--- config.mk ---
export PLATFORM = sky130hd
export DESIGN_NAME = pin_glitch_filter
export DESIGN_NICKNAME = d
export VERILOG_FILES = /design/src/rtl/pgf_pkg.sv /design/src/rtl/pgf_sync.sv /design/src/rtl/pgf_prescale.sv /design/src/rtl/pgf_core.sv /design/src/rtl/pin_glitch_filter.sv
export SDC_FILE = /design/constraint.sdc
export NUM_CORES = 1
export LEC_CHECK = 0
export BUFFER_PORTS_ARGS = -buffer_cell sky130_fd_sc_hd__buf_2
export CAP_MARGIN = 10
export CORE_AREA = 2 2 103 65
export CTS_CLUSTER_DIAMETER = 40
export DETAILED_ROUTE_END_ITERATION = 16
export DIE_AREA = 0 0 105 67
export SLEW_MARGIN = 0
export SYNTH_ARGS = -nofsm -noshare
export SYNTH_HDL_FRONTEND = slang
export SYNTH_SLANG_ARGS = --single-unit
--- constraint.sdc ---
create_clock -name clk -period 7.07 [get_ports clk]
set_input_delay 1.0605 -clock clk [delete_from_list [all_inputs] [get_ports clk]]
set_output_delay 1.0605 -clock clk [all_outputs]
set_load 0.03 [all_outputs]
--- src/rtl/pgf_pkg.sv ---
package pgf_pkg;

  typedef enum logic [1:0] {
    PGF_BYPASS    = 2'b00,
    PGF_KEEP_LOW  = 2'b01,
    PGF_KEEP_HIGH = 2'b10,
    PGF_QUAL_BOTH = 2'b11
  } pgf_mode_e;

  function automatic int pgf_max4(input int a, input int b, input int c, input int d);
    int m;
    m = a;
    if (b > m) m = b;
    if (c > m) m = c;
    if (d > m) m = d;
    return m;
  endfunction

endpackage

--- src/rtl/pgf_sync.sv ---
module pgf_sync #(
  parameter int STAGES = 2
) (
  input  logic clk,
  input  logic rst_n,
  input  logic d_async,
  output logic q_sync
);

  logic [STAGES-1:0] chain_q;
  logic [STAGES-1:0] chain_d;

  always_comb begin
    chain_d[0] = d_async;
    for (int i = 1; i < STAGES; i++) begin
      chain_d[i] = chain_q[i-1];
    end
  end

  always_ff @(posedge clk or negedge rst_n) begin
    if (!rst_n) chain_q <= '0;
    else        chain_q <= chain_d;
  end

  assign q_sync = chain_q[STAGES-1];

endmodule

--- src/rtl/pgf_prescale.sv ---
module pgf_prescale #(
  parameter int UNIT_00 = 2,
  parameter int UNIT_01 = 8,
  parameter int UNIT_10 = 512,
  parameter int UNIT_11 = 2048
) (
  input  logic       clk,
  input  logic       rst_n,
  input  logic       rtc_tick,
  input  logic       clr,
  input  logic [1:0] unit_sel,
  output logic       unit_tick
);

  localparam int UMAX = pgf_pkg::pgf_max4(UNIT_00, UNIT_01, UNIT_10, UNIT_11);
  localparam int PW   = (UMAX > 2) ? $clog2(UMAX) : 1;

  logic [PW-1:0] pcnt_q;
  logic [PW-1:0] pcnt_d;
  logic [PW-1:0] term;
  logic          last;
  logic          pcnt_en;

  always_comb begin
    case (unit_sel)
      2'b00:   term = PW'(UNIT_00 - 1);
      2'b01:   term = PW'(UNIT_01 - 1);
      2'b10:   term = PW'(UNIT_10 - 1);
      default: term = PW'(UNIT_11 - 1);
    endcase
  end

  assign last      = (pcnt_q == term);
  assign unit_tick = rtc_tick && last;
  assign pcnt_en   = clr || rtc_tick;

  always_comb begin
    if (clr)       pcnt_d = '0;
    else if (last) pcnt_d = '0;
    else           pcnt_d = pcnt_q + PW'(1);
  end

  always_ff @(posedge clk or negedge rst_n) begin
    if (!rst_n)       pcnt_q <= '0;
    else if (pcnt_en) pcnt_q <= pcnt_d;
  end

  // a restart always leaves the prescaler at zero
  assert_clr_zeroes_R9: assert property (@(posedge clk) disable iff (!rst_n)
    clr |=> (pcnt_q == '0));

  // without a strobe or restart the prescaler holds
  assert_idle_holds_R10: assert property (@(posedge clk) disable iff (!rst_n)
    (!rtc_tick && !clr) |=> $stable(pcnt_q));

endmodule

--- src/rtl/pgf_core.sv ---
module pgf_core #(
  parameter int CNT_W = 4
) (
  input  logic             clk,
  input  logic             rst_n,
  input  logic             lvl_sync,
  input  logic             unit_tick,
  input  logic [1:0]       mode,
  input  logic [1:0]       unit_sel,
  input  logic [CNT_W-1:0] hold_count,
  output logic             clr,
  output logic             lvl_out
);

  import pgf_pkg::*;

  localparam int CFG_W = 4 + CNT_W;

  pgf_mode_e        mode_e;
  logic [CFG_W-1:0] cfg_q;
  logic [CFG_W-1:0] cfg_now;
  logic             cfg_chg;
  logic [CNT_W-1:0] need;
  logic [CNT_W-1:0] ucnt_q;
  logic [CNT_W-1:0] ucnt_d;
  logic             ucnt_en;
  logic             out_d;
  logic             pending;
  logic             qualify_dir;
  logic             immediate;
  logic             qual_done;
  logic             out_chg;

  assign mode_e  = pgf_mode_e'(mode);
  assign cfg_now = {mode, unit_sel, hold_count};
  assign cfg_chg = (cfg_now != cfg_q);
  assign need    = (hold_count == '0) ? CNT_W'(1) : hold_count;
  assign pending = (lvl_sync != lvl_out);

  always_comb begin
    case (mode_e)
      PGF_KEEP_LOW:  qualify_dir = lvl_sync;
      PGF_KEEP_HIGH: qualify_dir = !lvl_sync;
      PGF_QUAL_BOTH: qualify_dir = 1'b1;
      default:       qualify_dir = 1'b0;
    endcase
  end

  assign immediate = pending && !qualify_dir;
  assign qual_done = pending && qualify_dir && !cfg_chg && unit_tick
                     && (ucnt_q == need - CNT_W'(1));
  assign out_chg   = immediate || qual_done;
  assign clr       = !pending || cfg_chg || out_chg;

  always_comb begin
    out_d   = out_chg ? lvl_sync : lvl_out;
    ucnt_en = clr || unit_tick;
    ucnt_d  = clr ? '0 : (ucnt_q + CNT_W'(1));
  end

  always_ff @(posedge clk or negedge rst_n) begin
    if (!rst_n) begin
      cfg_q   <= '0;
      ucnt_q  <= '0;
      lvl_out <= 1'b0;
    end else begin
      cfg_q   <= cfg_now;
      lvl_out <= out_d;
      if (ucnt_en) ucnt_q <= ucnt_d;
    end
  end

  // bypass copies the synchronized level one edge later
  assert_bypass_copies_R2: assert property (@(posedge clk) disable iff (!rst_n)
    (mode == 2'b00) |=> (lvl_out == $past(lvl_sync)));

  // falling edges are not delayed in mode 01
  assert_fall_passes_R6: assert property (@(posedge clk) disable iff (!rst_n)
    (mode == 2'b01 && lvl_out && !lvl_sync) |=> !lvl_out);

  // rising edges are not delayed in mode 10
  assert_rise_passes_R7: assert property (@(posedge clk) disable iff (!rst_n)
    (mode == 2'b10 && !lvl_out && lvl_sync) |=> lvl_out);

  // in mode 11 the output moves only on a unit boundary
  assert_both_waits_unit_R5: assert property (@(posedge clk) disable iff (!rst_n)
    (mode == 2'b11 && !unit_tick) |=> $stable(lvl_out));

  // a settings change never releases a qualified transition
  assert_cfg_keeps_out_R9: assert property (@(posedge clk) disable iff (!rst_n)
    (cfg_chg && mode == 2'b11) |=> $stable(lvl_out));

endmodule

--- src/rtl/pin_glitch_filter.sv ---
module pin_glitch_filter #(
  parameter int SYNC_STAGES = 2,
  parameter int CNT_W       = 4,
  parameter int UNIT_00     = 2,
  parameter int UNIT_01     = 8,
  parameter int UNIT_10     = 512,
  parameter int UNIT_11     = 2048
) (
  input  logic             clk,
  input  logic             rst_n,
  input  logic             rtc_tick,
  input  logic             pin_raw,
  input  logic [1:0]       filt_mode,
  input  logic             unit_large,
  input  logic             unit_fine,
  input  logic [CNT_W-1:0] unit_count,
  output logic             pin_clean
);

  logic       lvl_sync;
  logic       unit_tick;
  logic       tmr_clr;
  logic [1:0] unit_sel;

  assign unit_sel = {unit_large, unit_fine};

  pgf_sync #(.STAGES(SYNC_STAGES)) u_sync (
    .clk     (clk),
    .rst_n   (rst_n),
    .d_async (pin_raw),
    .q_sync  (lvl_sync)
  );

  pgf_prescale #(
    .UNIT_00 (UNIT_00),
    .UNIT_01 (UNIT_01),
    .UNIT_10 (UNIT_10),
    .UNIT_11 (UNIT_11)
  ) u_prescale (
    .clk       (clk),
    .rst_n     (rst_n),
    .rtc_tick  (rtc_tick),
    .clr       (tmr_clr),
    .unit_sel  (unit_sel),
    .unit_tick (unit_tick)
  );

  pgf_core #(.CNT_W(CNT_W)) u_core (
    .clk        (clk),
    .rst_n      (rst_n),
    .lvl_sync   (lvl_sync),
    .unit_tick  (unit_tick),
    .mode       (filt_mode),
    .unit_sel   (unit_sel),
    .hold_count (unit_count),
    .clr        (tmr_clr),
    .lvl_out    (pin_clean)
  );

endmodule

==> run_results.csv, run 1 <==
group,metric,value,unit
outcome,run_status,"completed",
sta,fin_crit_sh,46.5,%
logic_synthesis,yosysMostFrequentCell,"dfrtp_1",
layout,drive_gt1_share,14.3,%
floorplanning,ios,13,
global_route,grt_max_degree,27,
sta,worstMarginPinSlew,1.07,ns
routing,vias_per_cell,4.31,
layout,nets,163,
logic_synthesis,synthArstFlopShare,100,%
sta,finalMaxSlewViolations,0,
routing,totalWireLength,2670,um
logic_synthesis,yosys_warnings,0,
sta,finalClockSkew,0.00335,ns
sta,rsz0062_at_grt,"false",
logic_synthesis,synth_top_area_share,48.0,%
global_route,gr-total-overflow,0,
power,switching_power,62.7,uW
power,pwr-share-comb,9.4,%
setup_path,endpoint_kind,"flip-flop",
placement,dp_hpwl,1970,um
clock_network,clockBufferDepth,2,
sta,fmax,304,MHz
setup_path,cp_max_fo,7,
clock_network,postCtsHoldBufs,0,
logic_synthesis,synthTopCellsByCount,"26 x dfrtp_1, 17 x nor2_1, 11 x nand2_1, 11 x xor2_1, 9 x xnor2_1",
floorplanning,start_util,22.6,%
worst_hold_path,hp-class,"reg2reg",
global_route,antenna_found_initial,0,
logic_synthesis,syn_area,1360,um^2
power,vdd_drop_max,0.0577,mV
floorplanning,die_h,67,um
floorplanning,rows,22,
sta,setup_viol_count_final,0,
routing,drt-initial-drc-count,71,
floorplanning,die-area,7040,um^2
global_route,track_usage,8.56,%
clock_network,ctsResizeCount,0,
logic_synthesis,synth_nets,149,
sta,finalHoldViolCount,0,
clock_network,postCtsSetupRepairBufs,0,
clock_network,cts_tree,"done",
logic_synthesis,ys_ff_latch,26,
clock_network,cts_buffers,3,
logic_synthesis,synth.largest_area_cell,"dfrtp_1",
routing,drc_errors,0,
power,totalPowerFinal,276,uW
sta,timing.setup.tns,0,ns
setup_path,worst_ep_required_time,7.24,ns
logic_synthesis,avgSynthCellArea,10.1,um^2
sta,fin_hold_ws,0.356,ns
run,maxCapViolCount,0,
floorplanning,fp.dieW,105,um
power,seq_power_share,56.0,%
layout,fillers,671,
logic_synthesis,syn_inst,134,
power,p_per_area,177,nW/um^2
clock_network,cts_root_buf,"clkbuf_8",
logic_synthesis,synth_seq_area_share,48.0,%
placement,gp_congestion,0.771,
clock_network,cts_sinks,26,
clock_network,clk_latency,0.27,ns
clock_network,h-tree-depth,1,
layout,antennaDiodeCount,0,
logic_synthesis,yosys.cell_types.count,36,
routing,vias,996,
sta,maxSlewHeadroom,27.8,%
logic_synthesis,synthFlopType,"dfrtp_1",
power,leakage,0.604,nW
routing,drtPass1Iterations,4,
routing,postRouteAntennaNets,0,
global_route,grt_pass1_vias,972,
global_route,grt_pass1_wl,4680,um
power,clkPwrFrac,34.6,%
clock_network,path_clk_slew,0.09,ns
layout,syn2layout_area_growth,15.3,%
power,sw_frac_of_total,22.7,%
logic_synthesis,synth_area_leaders,"dfrtp_1 48%, xor2_1 7.1%, xnor2_1 5.8%",
placement,io_buffer_count,12,
sta,layout_min_cycle_time,3.29,ns
floorplanning,coreArea,6000,um^2
setup_path,cp-start-kind,"primary input",
power,power.internal,213,uW
setup_path,critPathKind,"in2reg",
logic_synthesis,synth_edf_count,0,
routing,avgRoutedWirePerCell,11.6,um
setup_path,critPathArrivalTime,3.46,ns
[kinds of logic (layout without fill, tap and decap cells)]
group,Yosys count,in the layout,synth area share (%)
AO/OA/AOI/OAI,18,18,8.22
AND/OR/NAND/NOR,57,57,22.3
buffers and inverters,6,19,1.75
multiplexers,3,3,2.40
flip-flops,26,26,48.0
adder cells (fa/ha/maj),3,3,2.77
XOR/XNOR,21,21,14.6
[per-layer routing]
| metal | wire length (um) | global-route usage [%] |
|---|---|---|
| met5 | 0 | 0 |
| met4 | 43 | 3.00 |
| met3 | 105 | 2.74 |
| met2 | 1010 | 11.8 |
| met1 | 1510 | 12.4 |
[final timing paths]
check	startpoint	end	slack, ns	depth (start not counted)
max in group asynchronous	rst_n	u_prescale.pcnt_q[8]$_DFFE_PN0P_	5.90	1
worst min register to register	u_sync.chain_q[0]$_DFF_PN0_	u_sync.chain_q[1]$_DFF_PN0_	0.36	0
worst min-delay path	u_sync.chain_q[0]$_DFF_PN0_	u_sync.chain_q[1]$_DFF_PN0_	0.36	0
worst max-delay path	unit_count[2]	u_core.lvl_out$_DFFE_PN0P_	3.78	10
worst max register to register	u_prescale.pcnt_q[6]$_DFFE_PN0P_	u_core.ucnt_q[3]$_DFFE_PN0P_	4.42	6
min in group asynchronous	rst_n	u_core.cfg_q[4]$_DFF_PN0_	0.78	1
[placed cells by master, fill, tap and decap left out, drive strengths merged, types with 2 or more instances in the layout]
cell type / n
o21ai: 4
mux2: 2
xor2: 11
xnor2: 9
ha: 3
nand2b: 2
nor2: 17
clkbuf: 4
nor4: 3
dfrtp: 26
buf: 12
a21oi: 8
or4: 3
nand3: 5
nand2: 11
nor3: 2
nand4: 6
inv: 3
[sequential cells by signal, summed over array words and instances, names as in the netlist]
signal             flops
u_prescale.pcnt_q     11
u_core.cfg_q           8
u_core.ucnt_q          4
u_sync.chain_q         2
u_core.lvl_out         1
[layout make-up]
| type | count | area, um^2 | share of cell area, % |
|---|---|---|---|
| well taps | 84 | 105 | 6.73 |
| clock buffers | 4 | 55.1 | 3.52 |
| flip-flops and latches | 26 | 651 | 41.6 |
| multi-input cells | 102 | 681 | 43.6 |
| inverters | 3 | 11.3 | 0.721 |
| repair buffers | 12 | 60.1 | 3.84 |
[power by group through the flow]
| stage | clock, mW | sequential (mW) | combinational, mW |
|---|---|---|---|
| 2_1_floorplan | 0 | 0.158 | 0.0133 |
| 5_1_grt | 0.104 | 0.155 | 0.0294 |
| 3_5_place_dp | 0 | 0.158 | 0.0265 |
| 6_report | 0.0954 | 0.155 | 0.0260 |
| 3_3_place_gp | 0 | 0.158 | 0.0260 |
| 4_1_cts | 0.100 | 0.155 | 0.0266 |
[critical path: stages]
cell and delay [ns]:
buf_2 0.14, nor3_1 0.24, nor2_1 0.08, ha_1 0.31, xor2_1 0.14, o2111ai_1 0.12, nor4_1 0.80, nand2_1 0.11
nor2_1 0.12, mux2_2 0.34
[per-stage QoR]
stage | std cells | area (um^2) | utilization (%) | setup slack, ns
final | 231 | 1560 | 26.0 | 3.78
after global routing | 231 | 1560 | 26.0 | 3.54
after CTS | 231 | 1560 | 26.0 | 3.78
after detailed placement | 227 | 1510 | 25.1 | 3.48
after global placement | 227 | 1510 | 25.1 | 3.61
after floorplan | 134 | 1360 | - | 3.96
No activity file was read; power rests on OpenSTA's default activity.
==> run 2, diff against run 1 <==
--- a/config.mk
+++ b/config.mk
@@ -5,12 +5,13 @@
 export SDC_FILE = /design/constraint.sdc
 export NUM_CORES = 1
 export LEC_CHECK = 0
+export ABC_AREA = 1
 export BUFFER_PORTS_ARGS = -buffer_cell sky130_fd_sc_hd__buf_2
 export CAP_MARGIN = 10
-export CORE_AREA = 2 2 103 65
+export CORE_AREA = 2 2 107 67
 export CTS_CLUSTER_DIAMETER = 40
 export DETAILED_ROUTE_END_ITERATION = 16
-export DIE_AREA = 0 0 105 67
+export DIE_AREA = 0 0 109 69
 export SLEW_MARGIN = 0
 export SYNTH_ARGS = -nofsm -noshare
 export SYNTH_HDL_FRONTEND = slang
==> constraint.sdc (replaced) <==
create_clock -name clk -period 3.4 [get_ports clk]
set_input_delay 0.51 -clock clk [delete_from_list [all_inputs] [get_ports clk]]
set_output_delay 0.51 -clock clk [all_outputs]
set_load 0.03 [all_outputs]
==> run 2 against run 1 <==
  * Sequential share of layout area down 3.2 points
  * Critical path type unchanged
  * Utilization down 0.11 points
  * Die area up 6.9%
  * Via count up 20%
  * Largest power group unchanged
  * Worst setup slack worse by 2.2 ns
  * Global-route usage up 0.12 points
  * Synthesized cell count up 46%
  * Synthesized area up 8.5%
  * Clock skew up 0.0063 ns
==> run_results.csv, run 2 <==
group,metric,value,unit
logic_synthesis,synth_compound_area_share,4.34,%
setup_path,reg2reg_depth,5,
clock_network,cts_tree,"done",
routing,drtPass1Iterations,4,
setup_path,cp.buffers_inverters,3,
setup_path,cp_max_fo,5,
routing,postRouteAntennaNets,0,
clock_network,clockBufferDepth,2,
logic_synthesis,synth_top_family_by_area,"simple AND/OR/NAND/NOR gates",
routing,avgRoutedWirePerCell,9.63,um
clock_network,cts_root_buf,"clkbuf_8",
logic_synthesis,synth-simple-area-share,34.0,%
clock_network,cts_buffers,3,
run,maxCapViolCount,0,
sta,fin_crit_sh,54.5,%
power,leakage,0.795,nW
clock_network,ctsResizeCount,0,
layout,top_register,"u_prescale.pcnt_q",
floorplanning,ios,13,
routing,vias_per_cell,4.02,
logic_synthesis,synthTopCellsByCount,"53 x nand2_1, 29 x nor2_1, 27 x inv_1",
sta,rsz0062_at_grt,"false",
setup_path,crit_chain,"buf_2 -> nor2_1 -> nand2_1 -> nand2_1 -> inv_1 -> ha_1 -> inv_1 -> nand2_1 -> nand2_1 -> nor2_1 -> nand3_1 -> nor2_1 -> nand3_2 -> nand3_1 -> nor2_1",
floorplanning,rows,23,
routing,drt-initial-drc-count,90,
logic_synthesis,yosys.cell_types.count,22,
global_route,grt_pass1_wl,5230,um
floorplanning,die_h,69,um
floorplanning,coreArea,6530,um^2
logic_synthesis,synthFlopType,"dfrtp_1",
sta,layout_min_cycle_time,1.85,ns
setup_path,crit_family,"simple AND/OR/NAND/NOR gates",
clock_network,postCtsSetupRepairBufs,0,
clock_network,clk_latency,0.27,ns
setup_path,cp-start-kind,"primary input",
global_route,grt_pass1_vias,1160,
floorplanning,fp.dieW,109,um
logic_synthesis,synth_nets,211,
setup_path,crit-reg2reg-launch,"u_sync.chain_q[1]$_DFF_PN0_",
sta,fmax,540,MHz
sta,setup_viol_count_final,0,
setup_path,slowest_stage,"ha_1",
global_route,track_usage,8.68,%
worst_hold_path,hp-class,"in2async",
setup_path,r2r_slack,1.72,ns
logic_synthesis,yosysMostFrequentCell,"nand2_1",
layout,drive_gt1_share,12.4,%
setup_path,crit_cells,15,
logic_synthesis,synth_edf_count,0,
global_route,use_met2,12.8,%
layout,layout_common_cells,"53 x nand2_1, 29 x nor2_1, 27 x inv_1",
global_route,use_met1,12.4,%
logic_synthesis,syn_inst,196,
setup_path,critPathKind,"in2reg",
global_route,grt_max_degree,27,
layout,layout_commonest_cell,"nand2_1",
layout,nets,226,
sta,finalHoldViolCount,0,
global_route,met3_usage,1.99,%
routing,vias,1195,
clock_network,postCtsHoldBufs,0,
clock_network,path_clk_slew,0.09,ns
placement,io_buffer_count,12,
layout,multi_input_area,698,um^2
logic_synthesis,avgSynthCellArea,7.50,um^2
routing,totalWireLength,2860,um
global_route,antenna_found_initial,0,
sta,fin_hold_ws,0.226,ns
logic_synthesis,synthArstFlopShare,100,%
global_route,gr-total-overflow,0,
routing,drc_errors,0,
layout,largestRegisters,"u_prescale.pcnt_q (11), u_core.cfg_q (8), u_core.ucnt_q (4)",
logic_synthesis,synth_fa_ha_area_share,2.55,%
setup_path,slowest_delay,0.29,ns
layout,largest_register_ffs,11,
logic_synthesis,synthMuxAreaShare,0,%
layout,fillers,719,
power,totalPowerFinal,667,uW
sta,maxSlewHeadroom,61.1,%
setup_path,critPathArrivalTime,2.02,ns
placement,gp_congestion,0.854,
logic_synthesis,synth_area_leaders,"dfrtp_1 44%, nand2_1 14%, nor2_1 7.4%",
layout,antennaDiodeCount,0,
sta,timing.setup.tns,0,ns
sta,finalMaxSlewViolations,0,
setup_path,worst_ep_required_time,3.57,ns
logic_synthesis,synth_seq_area_share,44.3,%
logic_synthesis,syn_area,1470,um^2
power,p_per_area,394,nW/um^2
clock_network,cts_sinks,26,
logic_synthesis,synth.largest_area_cell,"dfrtp_1",
layout,syn2layout_area_growth,15.2,%
floorplanning,start_util,22.5,%
outcome,run_status,"completed",
logic_synthesis,synth_top_area_share,44.3,%
logic_synthesis,synth_xor_area_share,6.55,%
setup_path,critPathLaunch,"unit_count[2]",
layout,regArea,651,um^2
power,vdd_drop_max,0.174,mV
floorplanning,die-area,7520,um^2
sta,finalClockSkew,0.00965,ns
logic_synthesis,yosys_warnings,0,
setup_path,endpoint_kind,"flip-flop",
setup_path,timing.rr.end,"u_prescale.pcnt_q[0]$_DFFE_PN0P_",
global_route,top_usage_layer,"met2",
logic_synthesis,ys_ff_latch,26,
sta,worstMarginPinSlew,0.583,ns
placement,dp_hpwl,2240,um
clock_network,h-tree-depth,1,
## run 2: cell types whose count changed after synthesis, moves of 3 or more
cell,previous run,this run
nand2_1,11,53
inv_1,3,27
nand3_1,5,18
nor2_1,17,29
a21oi_1,8,1
o21ai_0,4,10
xnor2_1,9,3
nand4_1,6,1
nand3_2,0,3
xor2_1,11,8
## run 2: worst max path at each step
stage                                         endpoint
after floorplan           u_core.ucnt_q[3]$_DFFE_PN0P_
after global placement    u_core.ucnt_q[3]$_DFFE_PN0P_
after detailed placement  u_core.ucnt_q[3]$_DFFE_PN0P_
after CTS                 u_core.ucnt_q[3]$_DFFE_PN0P_
after global routing      u_core.ucnt_q[0]$_DFFE_PN0P_
final                     u_core.ucnt_q[3]$_DFFE_PN0P_
## run 2: layout make-up
| cell class | count | area share (%) |
|---|---|---|
| multi-input combinational | 140 | 41.2 |
| sequential | 26 | 38.4 |
| clock buffer | 3 | 2.44 |
| tap | 87 | 6.43 |
| inverter | 28 | 6.20 |
| timing repair buffer | 12 | 3.55 |
| clock inverter | 1 | 1.77 |
## run 2: layer usage
layer | wire [um] | share of wire (%)
met2 | 1180 | 41
met1 | 1570 | 55
met3 | 74 | 2.6
met4 | 38 | 1.3
met5 | 0 | 0
## run 2: logic make-up (layout without fill, tap and decap cells)
kind of cell / count (synthesis) / after routing
adders and majority gates: 3 / 3
buffers and inverters: 30 / 44
and+or+nand+nor: 114 / 114
xor gates and xnor gates: 11 / 11
DFF: 26 / 26
AOI/OAI and AO/OA: 12 / 12
## run 2: per-stage QoR
| step | instance area, um^2 | cells | util [%] | setup WS [ns] |
|---|---|---|---|---|
| 6_report | 1690 | 297 | 25.9 | 1.55 |
| 5_1_grt | 1690 | 297 | 25.9 | 1.30 |
| 4_1_cts | 1690 | 297 | 25.9 | 1.55 |
| 3_5_place_dp | 1620 | 293 | 24.8 | 1.25 |
| 3_3_place_gp | 1620 | 293 | 24.8 | 1.31 |
| 2_1_floorplan | 1470 | 196 | - | 1.54 |
## run 2: report_power, final
| group | leakage (nW) | switching (mW) | internal, mW |
|---|---|---|---|
| sequential | 0.339 | 0.00919 | 0.321 |
| combinational | 0.420 | 0.0565 | 0.0280 |
| clock | 0.0357 | 0.0950 | 0.157 |
| total | 0.795 | 0.161 | 0.506 |
==> run 3, diff against run 2 <==
==> constraint.sdc (replaced) <==
create_clock -name clk -period 1.65 [get_ports clk]
set_input_delay 0.2475 -clock clk [delete_from_list [all_inputs] [get_ports clk]]
set_output_delay 0.2475 -clock clk [all_outputs]
set_load 0.03 [all_outputs]
==> run 3 against run 2 <==
  * Combinational power increased by 130%
  * First-iteration DRC count decreased by 4.4%
  * Routed wire length increased by 7.2%
  * Global-route usage increased by 0.20 points
  * Critical path type is now reg2reg
  * Clock power increased by 110%
  * Critical endpoint is now u_prescale.pcnt_q[2]$_DFFE_PN0P_
  * Register-to-register slack got worse by 1.6 ns
==> run_results.csv, run 3 (synthesis gave the netlist of run 2 again) <==
group,metric,value,unit
global_route,track_usage,8.88,%
setup_path,slowest_stage,"dfrtp_1",
layout,syn2layout_area_growth,24.9,%
layout,top_register,"u_prescale.pcnt_q",
setup_path,cp.buffers_inverters,2,
setup_path,crit_end,"u_prescale.pcnt_q[2]$_DFFE_PN0P_",
global_route,grt_pass1_vias,1138,
layout,fillers,696,
setup_path,endpoint_kind,"flip-flop",
setup_path,timing.rr.end,"u_prescale.pcnt_q[2]$_DFFE_PN0P_",
sta,layout_min_cycle_time,1.51,ns
floorplanning,fp.dieW,109,um
sta,maxSlewHeadroom,59.9,%
sta,finalClockSkew,0.00773,ns
run,maxCapViolCount,0,
layout,drive_gt1_share,19.8,%
setup_path,critPathLaunch,"u_prescale.pcnt_q[6]$_DFFE_PN0P_",
sta,setup_viol_count_final,0,
routing,drt-initial-drc-count,86,
global_route,gr-total-overflow,0,
global_route,grt_max_degree,27,
routing,avgRoutedWirePerCell,9.77,um
setup_path,crit_chain,"nor2_1 -> nand3_1 -> nand2_1 -> nand3_2 -> nor2_4 -> inv_2 -> nand3_2 -> buf_6 -> nor2_1",
floorplanning,die-area,7520,um^2
routing,drtPass1Iterations,4,
clock_network,cts_tree,"done",
floorplanning,coreArea,6530,um^2
routing,drc_errors,0,
placement,gp_congestion,0.815,
setup_path,crit_family,"simple AND/OR/NAND/NOR gates",
setup_path,crit_cells,9,
routing,vias_per_cell,3.96,
setup_path,crit-reg2reg-launch,"u_prescale.pcnt_q[6]$_DFFE_PN0P_",
power,p_per_area,761,nW/um^2
layout,largest_register_ffs,11,
setup_path,worst_ep_required_time,1.81,ns
layout,nets,243,
outcome,run_status,"completed",
routing,vias,1243,
clock_network,cts_buffers,3,
clock_network,cts_root_buf,"clkbuf_8",
sta,worstMarginPinSlew,0.602,ns
clock_network,cts_sinks,26,
sta,fin_hold_ws,0.0781,ns
setup_path,critPathArrivalTime,1.67,ns
setup_path,cp-start-kind,"flip-flop",
clock_network,path_clk_slew,0.09,ns
floorplanning,die_h,69,um
clock_network,clockBufferDepth,2,
sta,fmax,661,MHz
setup_path,slowest_delay,0.41,ns
worst_hold_path,hold_depth,1,
layout,antennaDiodeCount,0,
clock_network,clk_latency,0.27,ns
setup_path,critPathKind,"reg2reg",
layout,layout_common_cells,"53 x nand2_1, 28 x nor2_1, 27 x inv_1",
sta,fin_crit_sh,91.7,%
power,totalPowerFinal,1.40,mW
sta,finalHoldViolCount,0,
setup_path,r2r_slack,0.14,ns
routing,totalWireLength,3070,um
placement,dp_hpwl,2310,um
routing,postRouteAntennaNets,0,
setup_path,reg2reg_depth,9,
floorplanning,ios,13,
layout,layout_commonest_cell,"nand2_1",
placement,io_buffer_count,12,
floorplanning,rows,23,
floorplanning,start_util,22.5,%
setup_path,cp_max_fo,11,
global_route,antenna_found_initial,0,
sta,rsz0062_at_grt,"false",
global_route,grt_pass1_wl,5330,um
layout,largestRegisters,"u_prescale.pcnt_q (11), u_core.cfg_q (8), u_core.ucnt_q (4)",
clock_network,h-tree-depth,1,
power,vdd_drop_max,0.304,mV
sta,finalMaxSlewViolations,0,
power,leakage,0.875,nW
worst_hold_path,hp-class,"in2reg",
==> run 3: changes by cell type in the layout (fill, tap and decap cells not counted), sizes merged <==
cell,delta
dlygate4sd3,+1
buf,+15
nor2,+1
==> run 3: stage by stage <==
step | area [um^2] | utilization (%) | cells | setup WS (ns) | TNS (ns)
detailed placement | 1710 | 26.1 | 304 | -0.208 | -0.935
finish | 1840 | 28.1 | 314 | 0.136 | 0
CTS | 1790 | 27.4 | 309 | 0.0715 | 0
floorplan | 1470 | - | 196 | 0.0541 | 0
global route | 1840 | 28.1 | 314 | 0.00274 | 0
global placement | 1710 | 26.1 | 304 | -0.156 | -0.678
==> run 3: cell type report <==
| type | count | area (um^2) | area share (%) |
|---|---|---|---|
| Multi-Input combinational cell | 141 | 712 | 38.8 |
| Sequential cell | 26 | 652 | 35.5 |
| Timing Repair Buffer | 28 | 186 | 10.2 |
| Tap cell | 87 | 109 | 5.93 |
| Inverter | 28 | 105 | 5.73 |
| Clock buffer | 3 | 41.3 | 2.25 |
| Clock inverter | 1 | 30.0 | 1.64 |
==> run 3: timing repair <==
action / CTS / global route
hold buffers: 1 / 0
setup buffers: 0 / 4
hold endpoints to repair: 15 / 0
endpoints found under the setup margin: 0 / 16
gates resized for setup: 0 / 5
==> run 3: worst register-to-register path, delay by kind of cell (launching register included) <==
| kind | cells | cell delay [ns] |
|---|---|---|
| buf+inv | 2 | 0.20 |
| flops | 1 | 0.41 |
| simple gates | 7 | 0.79 |
==> run 3: per-layer routing <==
metal | GRT usage [%] | up-vias | routed length [um]
li1 | - | 671 | -
met1 | 12.9 | 561 | 1690
met2 | 13.1 | 9 | 1280
met3 | 1.99 | 2 | 72
met4 | 2.56 | 0 | 28
met5 | 0 | - | 0
==> run 3: where the power goes <==
group / switching, mW / internal (mW)
Combinational: 0.123 / 0.0706
Sequential: 0.0190 / 0.661
Clock: 0.200 / 0.324
==> run 3: worst min path at each step <==
stage	to	from	slack [ns]
finish	u_sync.chain_q[0]$_DFF_PN0_	pin_raw	0.08
global route	u_sync.chain_q[0]$_DFF_PN0_	pin_raw	0.06
CTS	u_sync.chain_q[0]$_DFF_PN0_	pin_raw	0.07
detailed placement	u_core.cfg_q[3]$_DFF_PN0_	rst_n	0.30
global placement	u_core.cfg_q[3]$_DFF_PN0_	rst_n	0.29
floorplan	u_core.cfg_q[0]$_DFF_PN0_	rst_n	-0.05
